===== src/rtl/shadow_route_pkg.sv =====
package shadow_route_pkg;

    localparam int ADDR_W      = 20;
    localparam int CTL_W       = 8;
    localparam int FIELD_W     = 2;
    localparam int FIELDS_PER  = CTL_W / FIELD_W;
    localparam int SEG_SEL_W   = 4;
    localparam int SEG_COUNT   = 1 << SEG_SEL_W;
    localparam int SEG_LSB     = 14;
    localparam int TRACK_W     = 2 * CTL_W + 2 * FIELD_W;

    typedef enum logic [1:0] {
        ATTR_BUS_BOTH  = 2'd0,
        ATTR_WR_DRAM   = 2'd1,
        ATTR_RD_DRAM   = 2'd2,
        ATTR_DRAM_BOTH = 2'd3
    } seg_attr_e;

    typedef struct packed {
        logic [TRACK_W-1:0] prev;
        logic               primed;
        logic               flush;
    } tracker_state_t;

endpackage


===== src/rtl/seg_field_sel.sv =====
module seg_field_sel
    import shadow_route_pkg::*;
(
    input  logic [ADDR_W-1:0] addr,
    input  logic [CTL_W-1:0]  ctl_c,
    input  logic [CTL_W-1:0]  ctl_d,
    input  logic [CTL_W-1:0]  ctl_ef,
    output logic              in_upper,
    output seg_attr_e         attr
);
    localparam int HALF = SEG_COUNT / 2;
    localparam int QTR  = SEG_COUNT / 4;

    logic [FIELD_W-1:0]   field_tab [SEG_COUNT];
    logic [SEG_SEL_W-1:0] seg_idx;

    for (genvar i = 0; i < SEG_COUNT; i++) begin : g_seg
        if (i < FIELDS_PER) begin : g_c
            assign field_tab[i] = ctl_c[i*FIELD_W +: FIELD_W];
        end else if (i < HALF) begin : g_d
            assign field_tab[i] = ctl_d[(i-FIELDS_PER)*FIELD_W +: FIELD_W];
        end else if (i < HALF + QTR) begin : g_e
            assign field_tab[i] = ctl_ef[CTL_W-1 -: FIELD_W];
        end else begin : g_f
            assign field_tab[i] = ctl_ef[CTL_W-1-FIELD_W -: FIELD_W];
        end
    end

    always_comb begin
        in_upper = &addr[ADDR_W-1 -: 2];
        seg_idx  = addr[SEG_LSB +: SEG_SEL_W];
        attr     = seg_attr_e'(field_tab[seg_idx]);
    end
endmodule


===== src/rtl/access_router.sv =====
module access_router
    import shadow_route_pkg::*;
(
    input  logic      in_upper,
    input  seg_attr_e attr,
    input  logic      rd,
    input  logic      wr,
    output logic      rd_dram,
    output logic      rd_bus,
    output logic      wr_dram,
    output logic      wr_bus
);
    logic rd_int;
    logic wr_int;

    always_comb begin
        rd_int  = !in_upper || (attr == ATTR_RD_DRAM) || (attr == ATTR_DRAM_BOTH);
        wr_int  = !in_upper || (attr == ATTR_WR_DRAM) || (attr == ATTR_DRAM_BOTH);
        rd_dram = rd && rd_int;
        rd_bus  = rd && !rd_int;
        wr_dram = wr && wr_int;
        wr_bus  = wr && !wr_int;
    end
endmodule


===== src/rtl/flush_tracker.sv =====
module flush_tracker
    import shadow_route_pkg::*;
(
    input  logic               clk,
    input  logic               rst_n,
    input  logic [TRACK_W-1:0] fields,
    output logic               flush
);
    tracker_state_t st_d;
    tracker_state_t st_q;

    always_comb begin
        st_d        = st_q;
        st_d.prev   = fields;
        st_d.primed = 1'b1;
        st_d.flush  = st_q.primed && (fields != st_q.prev);
    end

    always_ff @(posedge clk or negedge rst_n) begin
        if (!rst_n) begin
            st_q <= '0;
        end else begin
            st_q <= st_d;
        end
    end

    assign flush = st_q.flush;
endmodule


===== src/rtl/shadow_route_top.sv =====
module shadow_route_top
    import shadow_route_pkg::*;
(
    input  logic              clk,
    input  logic              rst_n,
    input  logic [CTL_W-1:0]  ctl_c,
    input  logic [CTL_W-1:0]  ctl_d,
    input  logic [CTL_W-1:0]  ctl_ef,
    input  logic [ADDR_W-1:0] acc_addr,
    input  logic              acc_rd,
    input  logic              acc_wr,
    output logic              rd_to_dram,
    output logic              rd_to_bus,
    output logic              wr_to_dram,
    output logic              wr_to_bus,
    output logic              shadow_bios,
    output logic              flush_pulse
);
    logic      in_upper;
    seg_attr_e attr;

    seg_field_sel u_sel (
        .addr     (acc_addr),
        .ctl_c    (ctl_c),
        .ctl_d    (ctl_d),
        .ctl_ef   (ctl_ef),
        .in_upper (in_upper),
        .attr     (attr)
    );

    access_router u_route (
        .in_upper (in_upper),
        .attr     (attr),
        .rd       (acc_rd),
        .wr       (acc_wr),
        .rd_dram  (rd_to_dram),
        .rd_bus   (rd_to_bus),
        .wr_dram  (wr_to_dram),
        .wr_bus   (wr_to_bus)
    );

    flush_tracker u_flush (
        .clk    (clk),
        .rst_n  (rst_n),
        .fields ({ctl_c, ctl_d, ctl_ef[CTL_W-1 -: 2*FIELD_W]}),
        .flush  (flush_pulse)
    );

    assign shadow_bios = ctl_ef[CTL_W-1-FIELD_W];
endmodule


===== config.mk =====
export PLATFORM = sky130hd
export DESIGN_NAME = shadow_route_top
export DESIGN_NICKNAME = d
export VERILOG_FILES = /design/src/rtl/shadow_route_pkg.sv /design/src/rtl/seg_field_sel.sv /design/src/rtl/access_router.sv /design/src/rtl/flush_tracker.sv /design/src/rtl/shadow_route_top.sv
export SDC_FILE = /design/constraint.sdc
export NUM_CORES = 1
export LEC_CHECK = 0
export CAP_MARGIN = 10
export CORE_ASPECT_RATIO = 0.8
export CORE_MARGIN = 2
export CORE_UTILIZATION = 25
export DETAILED_ROUTE_END_ITERATION = 8
export GPL_TIMING_DRIVEN = 1
export PLACE_DENSITY = 0.59
export SYNTH_ARGS = -nofsm -noshare
export SYNTH_HDL_FRONTEND = slang
export SYNTH_HIERARCHICAL = 1
export SYNTH_SLANG_ARGS = --single-unit

===== constraint.sdc =====
create_clock -name clk -period 1.65 [get_ports clk]
set_input_delay 0.2475 -clock clk [delete_from_list [all_inputs] [get_ports clk]]
set_output_delay 0.2475 -clock clk [all_outputs]
set_load 0.01 [all_outputs]

# Word-level counts from Yosys, hierarchy flattened

Index checks and enable logic that the tools add are counted.

Register bits after elaboration: 22
Input port bits: 48
Output and inout port bits: 6

$lt $le $gt $ge: 1
Equality and inequality tests: 4
Multiplexer cells: 3
Bitwise logic cells: 1
Reductions and logical operators: 13

Operators with widths:

| cell                 | number |
|---|---|
| $ne A20 B20 Y1       | 1 |
| $bmux W2 S4          | 1 |
| $ge A5 B5 Y1 const B | 1 |
| $logic_and A1 B1 Y1  | 5 |
| $not A4 Y5           | 1 |
| $eq A2 B2 Y1 const B | 2 |
| $logic_or A1 B1 Y1   | 4 |
| $mux W2              | 2 |
| $logic_not A1 Y1     | 3 |
| $eq A2 B1 Y1 const B | 1 |
| $reduce_and A2 Y1    | 1 |

# Longest topological paths before layout

Gate-level depths: netlist (run 1).

Depth in word-level cells: 9
Depth in mapped cells: 6
Gate-level depth less buffers: 5

# By module

Netlist (run 1), hierarchy kept.

Modules (own cells, without submodules):

| module           | times used | cells each | area each (µm²) | seq. area each (µm²) |
|---|---|---|---|---|
| flush_tracker    | 1          | 50         | 774.5           | 550.5 |
| seg_field_sel    | 1          | 18         | 182.7           | 0.0 |
| access_router    | 1          | 6          | 37.5            | 0.0 |
| shadow_route_top | 1          | 1          | 7.5             | 0.0 |

# Worst setup path before layout (run 1)

OpenSTA, ideal clock, no wires.

Path type: input port to output port
Start: input port acc_addr[14]
End: output port rd_to_dram
Arrival: 1.384 ns
Path slack: 0.019 ns
Cell stages on the path: 6
Buffers on the path: 1
Cells stage by stage: buf_6 -> mux2i_1 -> mux4_2 -> o21ai_1 -> inv_1 -> a21boi_0

Word-level cells in the longest chain between the ends: 8

RTL lines:

| what                                         | line                   | RTL |
|---|---|---|
| start, declared                              | shadow_route_top.sv:9  | `input logic [ADDR_W-1:0] acc_addr,` |
| $not A4 Y5 (implied by the code) *           | seg_field_sel.sv:32    | `attr = seg_attr_e'(field_tab[seg_idx]);` |
| $bmux W2 S4 *                                | seg_field_sel.sv:32    |  |
| $mux W2 (implied by the code) * (2 in a row) | seg_field_sel.sv:32    |  |
| named net attr[1]                            | shadow_route_top.sv:20 | `seg_attr_e attr;` |
| $eq A2 B2 Y1                                 | access_router.sv:17    | `rd_int = !in_upper \|\| (attr == ATTR_RD_DRAM) \|\| (attr == ATTR_DRAM_BOTH);` |
| $logic_or A1 B1 Y1                           | access_router.sv:17    |  |
| $logic_or A1 B1 Y1 *                         | access_router.sv:17    |  |
| $logic_and A1 B1 Y1 *                        | access_router.sv:19    | `rd_dram = rd && rd_int;` |
| end, declared                                | shadow_route_top.sv:12 | `output logic rd_to_dram,` |

The timed path passes the listed nets; every way through them passes the cells marked *. The select of a mux whose other input is x is not followed.

# Worst setup path after layout (run 1)

Ends and elaborated chain as after synthesis.

==> out/qor.log, run 1 <==
INFO  clock_tree     ctsHtreeMaxLevel=1
INFO  clock_tree     clock-sinks=22
INFO  detailed_routing detail-route-antenna-nets=0
INFO  global_routing first_pass_grt_wire_length=3770microns
INFO  outcome        outcome=finished with violations
INFO  synth          postSynthRegisterBits=22
INFO  detailed_routing via_count=745
INFO  worst_setup_path critical-path-slowest-cell=mux4_2
INFO  detailed_routing first_pass_iters=2
INFO  worst_setup_path path_cells=buf_12, mux2i_4, mux4_2, o21ai_2, inv_1, a21boi_1, buf_2
INFO  sta            post-route-min-period=1.72ns
INFO  place          dp_cells=181
INFO  clock_tree     insertion_delay=0.26ns
INFO  final_layout   stdcell_count=184
INFO  worst_setup_path crit_path_max_incr_delay=0.46ns
INFO  sta            final_worst_path_setup_slack=-0.0674ns
INFO  worst_setup_path end_kind=primary output
INFO  sta            maxSlewViolCount=0
INFO  final_layout   drive_gt1_share=38.8%
INFO  worst_setup_path timing.critical_path.max_delay_family=multiplexers
INFO  floorplanning  floorplan.initialDensity=26.2%
INFO  clock_tree     clock_tree.buffer_depth=2
INFO  worst_setup_path timing_worst_setup_path_type=in -> out
INFO  sta            timing.final.hold_violations=0
INFO  floorplanning  fp.dieW=74.8microns
INFO  worst_setup_path cp.required=1.40ns
INFO  synth          postSynthCellCount=75
INFO  clock_tree     numCtsBuffers=3
INFO  synth          synthesis.nets=123
INFO  sta            rsz0062_at_grt=true
INFO  power          p_leak=0.718nW
INFO  global_routing initial_antenna_violation_count=0
INFO  run            drv.max_cap_violation_count=0
INFO  synth          mappedNetlistArea=1000squm
INFO  detailed_routing avgRoutedWirePerCell=12.2microns
INFO  synth          synth_enable_flop_cells=0
INFO  place          port_buffers=35
INFO  min_path       hold_path_class=in -> reg
INFO  global_routing grt_max_degree=23
INFO  sta            setup_violations=4
INFO  power          powerDensity=756nW/um^2
INFO  worst_setup_path path_max_fanout=8
INFO  sta            finClkSkew=0.00589ns
INFO  global_routing via_count_of_the_first_global_routing_pass=819
INFO  synth          async_flop_share=100%
INFO  sta            timing.final.crit_share=104%
INFO  synth          unique_cell_type_count_in_the_yosys_netlist=19
INFO  detailed_routing route.detailed.drc=0
INFO  place          routabilityCongestion=0.758
INFO  floorplanning  die-area=4530squm
INFO  detailed_routing number_of_design_rule_violations_left_by_the_first_detailed_router_iteration=10
INFO  final_layout   num_antenna_cells=0
INFO  global_routing grt_overflow_total=0
INFO  power          vdd.ir_drop.worst=0.452mV
INFO  outcome        violations=setup timing
INFO  synth          synthesis.yosys.warnings=6
INFO  clock_tree     clock_tree_from_tritoncts=yes
INFO  worst_setup_path endpoint_arrival_time_on_the_critical_path=1.47ns
INFO  floorplanning  fp.coreArea=3830squm
INFO  clock_tree     postCtsSetupRepairBufs=0
INFO  detailed_routing postRouteWirelength=2240microns
INFO  global_routing track_usage=11.5%
INFO  sta            maximum_clock_frequency=0.582GHz
INFO  sta            finalSetupTns=-0.152ns
INFO  synth          synthFlopType=dfrtp_1
INFO  clock_tree     cts_root_buffer=clkbuf_8
INFO  synth          syn-mean-instance-area=13.4squm
INFO  place          post-dp-hpwl=1890microns
INFO  final_layout   nNetsFinal=178
INFO  final_layout   syn_to_final_growth=58.1%
INFO  synth          ys_seq_area_share=54.9%
INFO  clock_tree     clkTransAtPathRegs=0.08ns
INFO  floorplanning  top_level_ports=54
INFO  worst_setup_path worstPathBufferInverterCount=3
INFO  detailed_routing via_per_inst=4.05
INFO  floorplanning  num_rows=20
INFO  worst_setup_path timing.critical_path.from_type=input port
INFO  final_layout   layout.core_utilization=41.4%
INFO  floorplanning  die_y=60.6microns
[routing by layer]
layer	vias to the layer above	GRT usage, %	wire length [microns]
li1	363	-	-
met1	360	15.3	1090
met2	20	18.1	1040
met3	2	3.99	113
met4	0	3.06	8
met5	-	0	0
[cells in the mapped netlist, types with 2 or more instances]
master,number,share of area (%)
and3_2,2,1.5
nand2_1,2,0.75
inv_1,2,0.75
nor4_1,3,1.9
xor2_1,12,10
dfrtp_1,22,55
nand4_1,2,1.2
mux2i_1,8,8.0
mux4_2,2,4.5
mux2_2,2,2.2
xnor2_1,8,7.0
a21boi_0,2,1.5
o21ai_1,2,1.0
[through the flow]
step                hold WS, ns  total power, mW  setup slack [ns]  cell area (sq um)
floorplan               -0.0481            0.676            0.0190               1000
global placement          0.457            0.836            -0.931               1550
detailed placement        0.489            0.842             -1.01               1550
CTS                       0.126             1.22            -0.123               1580
global route              0.125             1.26            -0.130               1580
finish                    0.130             1.20           -0.0674               1580
[path summary, 6_finish.rpt]
path	from	end	slack (ns)	cells past startpoint
hold / removal	ctl_d[7]	u_flush/st_q[13]$_DFF_PN0_	0.13	1
setup reg to reg	u_flush/st_q[21]$_DFF_PN0_	u_flush/flush$_DFF_PN0_	0.21	4
hold reg to reg	u_flush/st_q[1]$_DFF_PN0_	u_flush/flush$_DFF_PN0_	0.50	1
min in group asynchronous	rst_n	u_flush/st_q[13]$_DFF_PN0_	0.32	2
setup / recovery	acc_addr[14]	rd_to_dram	-0.07	7
max in group asynchronous	rst_n	u_flush/st_q[14]$_DFF_PN0_	1.11	2
[logic make-up after synthesis]
| group | count (synthesis) | synth area share, % |
|---|---|---|
| compound gates | 5 | 3.37 |
| xor+xnor | 20 | 17.5 |
| buf+inv | 4 | 2.62 |
| flops | 22 | 54.9 |
| mux | 12 | 14.7 |
| other cells | 1 | 0.374 |
| simple gates | 11 | 6.49 |
[report_power, final]
part / total [mW] / internal (mW) / switching, mW
registers: 0.578 / 0.566 / 0.0116
logic: 0.239 / 0.143 / 0.0963
clock network: 0.381 / 0.213 / 0.168
[cell type report]
cell class | count | area [sq um]
inverter | 2 | 7.51
timing repair buffer | 52 | 447
fill | 377 | 2240
tap | 55 | 68.8
sequential | 22 | 551
multi-input combinational | 49 | 455
clock buffer | 4 | 55.1
[placed cells by master (no fill, tap or decap), types with 4 or more instances in the layout]
cell,synthesis,routed
clkdlybuf4s50_1,0,10
clkbuf_8,0,4
xor2_1,12,12
buf_2,0,11
buf_4,1,17
xnor2_1,8,8
clkdlybuf4s15_2,0,6
mux2i_1,8,7
dfrtp_1,22,22
[registers in the layout (all words and copies together) (netlist names)]
register / flops
u_flush/flush: 1
u_flush/st_q: 21
[repair_timing]
action / 4_1_cts / 5_1_grt
endpoints found under the setup margin: 5 / 5
pin swaps: 4 / 2
hold buffers: 0 / 0
resized for setup: 92 / 4
(Power assumes the default switching activity.)
==> run 2, diff against run 1 <==
CORE_MARGIN = unset   (was 2)
SETUP_SLACK_MARGIN = 0.1   (was unset)
==> out/qor.log, run 2 (synthesized netlist as in run 1, its figures left out) <==
INFO  outcome        outcome=finished with violations
INFO  outcome        violations=setup timing
INFO  detailed_routing dr.max_layer_used=met4
INFO  sta            timing.final.crit_share=102%
INFO  worst_setup_path r2r-end=u_flush/flush$_DFF_PN0_
INFO  power          p_leak=0.762nW
INFO  worst_setup_path timing.critical_path.from_type=input port
INFO  clock_tree     insertion_delay=0.26ns
INFO  detailed_routing met2WireLength=1170microns
INFO  floorplanning  fp.dieW=72.8microns
INFO  sta            finClkSkew=0.00796ns
INFO  worst_setup_path path_cells=buf_12, mux2i_1, mux4_2, o21ai_2, inv_1, a21boi_1, buf_2
INFO  power          vdd.ir_drop.worst=0.398mV
INFO  worst_setup_path endpoint_arrival_time_on_the_critical_path=1.44ns
INFO  worst_setup_path end_kind=primary output
INFO  sta            setup_violations=4
INFO  place          detailed_place.area=1560squm
INFO  detailed_routing route.detailed.drc=0
INFO  worst_setup_path cp.required=1.40ns
INFO  clock_tree     clock_tree.buffer_depth=2
INFO  worst_setup_path path_max_fanout=8
INFO  detailed_routing first_pass_iters=4
INFO  min_path       holdPathEnd=u_flush/st_q[17]$_DFF_PN0_
INFO  clock_tree     clock_tree_from_tritoncts=yes
INFO  detailed_routing wl_met1=1050microns
INFO  detailed_routing detail-route-antenna-nets=0
INFO  worst_setup_path timing_worst_setup_path_type=in -> out
INFO  place          port_buffers=35
INFO  floorplanning  die_y=58.6microns
INFO  worst_setup_path critical-path-slowest-cell=mux4_2
INFO  worst_setup_path ff2ff_path_depth=4
INFO  final_layout   syn_to_final_growth=56.6%
INFO  global_routing first_pass_grt_wire_length=3710microns
INFO  worst_setup_path ff2ff_setup_slack=0.20ns
INFO  final_layout   layout_commonest_cell=dfrtp_1
INFO  clock_tree     clkTransAtPathRegs=0.07ns
INFO  final_layout   final_cell_mix=dfrtp_1, buf_4, clkbuf_2, xor2_1
INFO  global_routing track_usage=11.5%
INFO  final_layout   num_antenna_cells=0
INFO  final_layout   number_of_flip_flops_under_the_largest_register_name=21
INFO  detailed_routing number_of_design_rule_violations_left_by_the_first_detailed_router_iteration=41
INFO  floorplanning  num_rows=20
INFO  global_routing initial_antenna_violation_count=0
INFO  floorplanning  fp.coreArea=3830squm
INFO  clock_tree     ctsHtreeMaxLevel=1
INFO  final_layout   nFillCells=354
INFO  final_layout   drive_gt1_share=40.9%
INFO  floorplanning  top_level_ports=54
INFO  run            drv.max_cap_violation_count=0
INFO  global_routing grt_overflow_total=0
INFO  worst_setup_path worstReg2RegStart=u_flush/st_q[6]$_DFF_PN0_
INFO  clock_tree     numCtsBuffers=3
INFO  sta            rsz0062_at_grt=true
INFO  detailed_routing postRouteWirelength=2340microns
INFO  min_path       hp-start=ctl_c[3]
INFO  clock_tree     clock-sinks=22
INFO  detailed_routing via_per_inst=4.20
INFO  sta            hold-worst-slack=0.138ns
INFO  final_layout   largest-register=u_flush/st_q
INFO  min_path       timing.hold.worst_path_depth=1
INFO  worst_setup_path timing.critical_path.max_delay_family=multiplexers
INFO  final_layout   regArea=551squm
INFO  final_layout   area_used_by_multi_input_combinational_logic=444squm
INFO  final_layout   fin_area=1570squm
INFO  min_path       hold_path_class=in -> reg
INFO  sta            final_worst_path_setup_slack=-0.0348ns
INFO  final_layout   nNetsFinal=181
INFO  clock_tree     cts_root_buffer=clkbuf_8
INFO  worst_setup_path worstPathBufferInverterCount=3
INFO  global_routing via_count_of_the_first_global_routing_pass=806
INFO  sta            timing.final.hold_violations=0
INFO  power          powerDensity=835nW/um^2
INFO  detailed_routing wire_length_on_met3=115microns
INFO  worst_setup_path crit_path_max_incr_delay=0.48ns
INFO  clock_tree     postCtsSetupRepairBufs=0
INFO  place          post-dp-hpwl=1940microns
INFO  place          placement.setup.worst_slack=-0.919ns
INFO  sta            maximum_clock_frequency=0.594GHz
INFO  place          routabilityCongestion=0.757
INFO  floorplanning  die-area=4270squm
INFO  floorplanning  floorplan.initialDensity=26.2%
INFO  global_routing grt_max_degree=23
INFO  sta            post-route-min-period=1.68ns
INFO  sta            maxSlewViolCount=0
INFO  detailed_routing via_count=785
INFO  detailed_routing avgRoutedWirePerCell=12.5microns
## run 2: metal layers
| metal | track usage, % | vias up |
|---|---|---|
| met2 | 19.4 | 25 |
| met5 | 0 | - |
| met3 | 3.60 | 2 |
| li1 | - | 370 |
| met1 | 15.0 | 388 |
| met4 | 1.68 | 0 |
## run 2: timing repair
action / 4_1_cts / 5_1_grt
cloned: 0 / 0
pin swaps: 4 / 4
hold buffers: 0 / 0
endpoints found under the setup margin: 6 / 4
resized for setup: 48 / 42
## run 2: worst max path at each step
stage,startpoint,endpoint,depth (start not counted)
after floorplan,acc_addr[14],rd_to_dram,6
after global placement,acc_addr[14],rd_to_dram,8
after detailed placement,acc_addr[14],rd_to_dram,8
after CTS,acc_addr[14],rd_to_dram,8
after global routing,acc_addr[14],wr_to_dram,7
final,acc_addr[14],wr_to_dram,7
## run 2: where the power goes
| part | switching, mW | leakage, nW | internal (mW) |
|---|---|---|---|
| Combinational | 0.0980 | 0.470 | 0.138 |
| Clock | 0.172 | 0.0357 | 0.324 |
| Sequential | 0.0121 | 0.256 | 0.566 |
| Total | 0.282 | 0.762 | 1.03 |
## run 2: through the flow
step / instances / power (mW) / util, % / setup TNS, ns
after floorplan: 75 / 0.677 / - / 0
after global placement: 184 / 0.838 / 40.8 / -3.69
after detailed placement: 184 / 0.846 / 40.8 / -3.86
after CTS: 188 / 1.33 / 42.3 / -0.475
after global routing: 187 / 1.37 / 41.0 / -0.260
final: 187 / 1.31 / 41.0 / -0.0879
## run 2: cell type report
cell class,instances,share of cell area [%]
clock buffer,3,2.63
clock inverter,1,1.91
inverter,2,0.478
multi-input combinational,49,28.3
sequential,22,35.1
tap,55,4.39
timing repair buffer,55,27.2
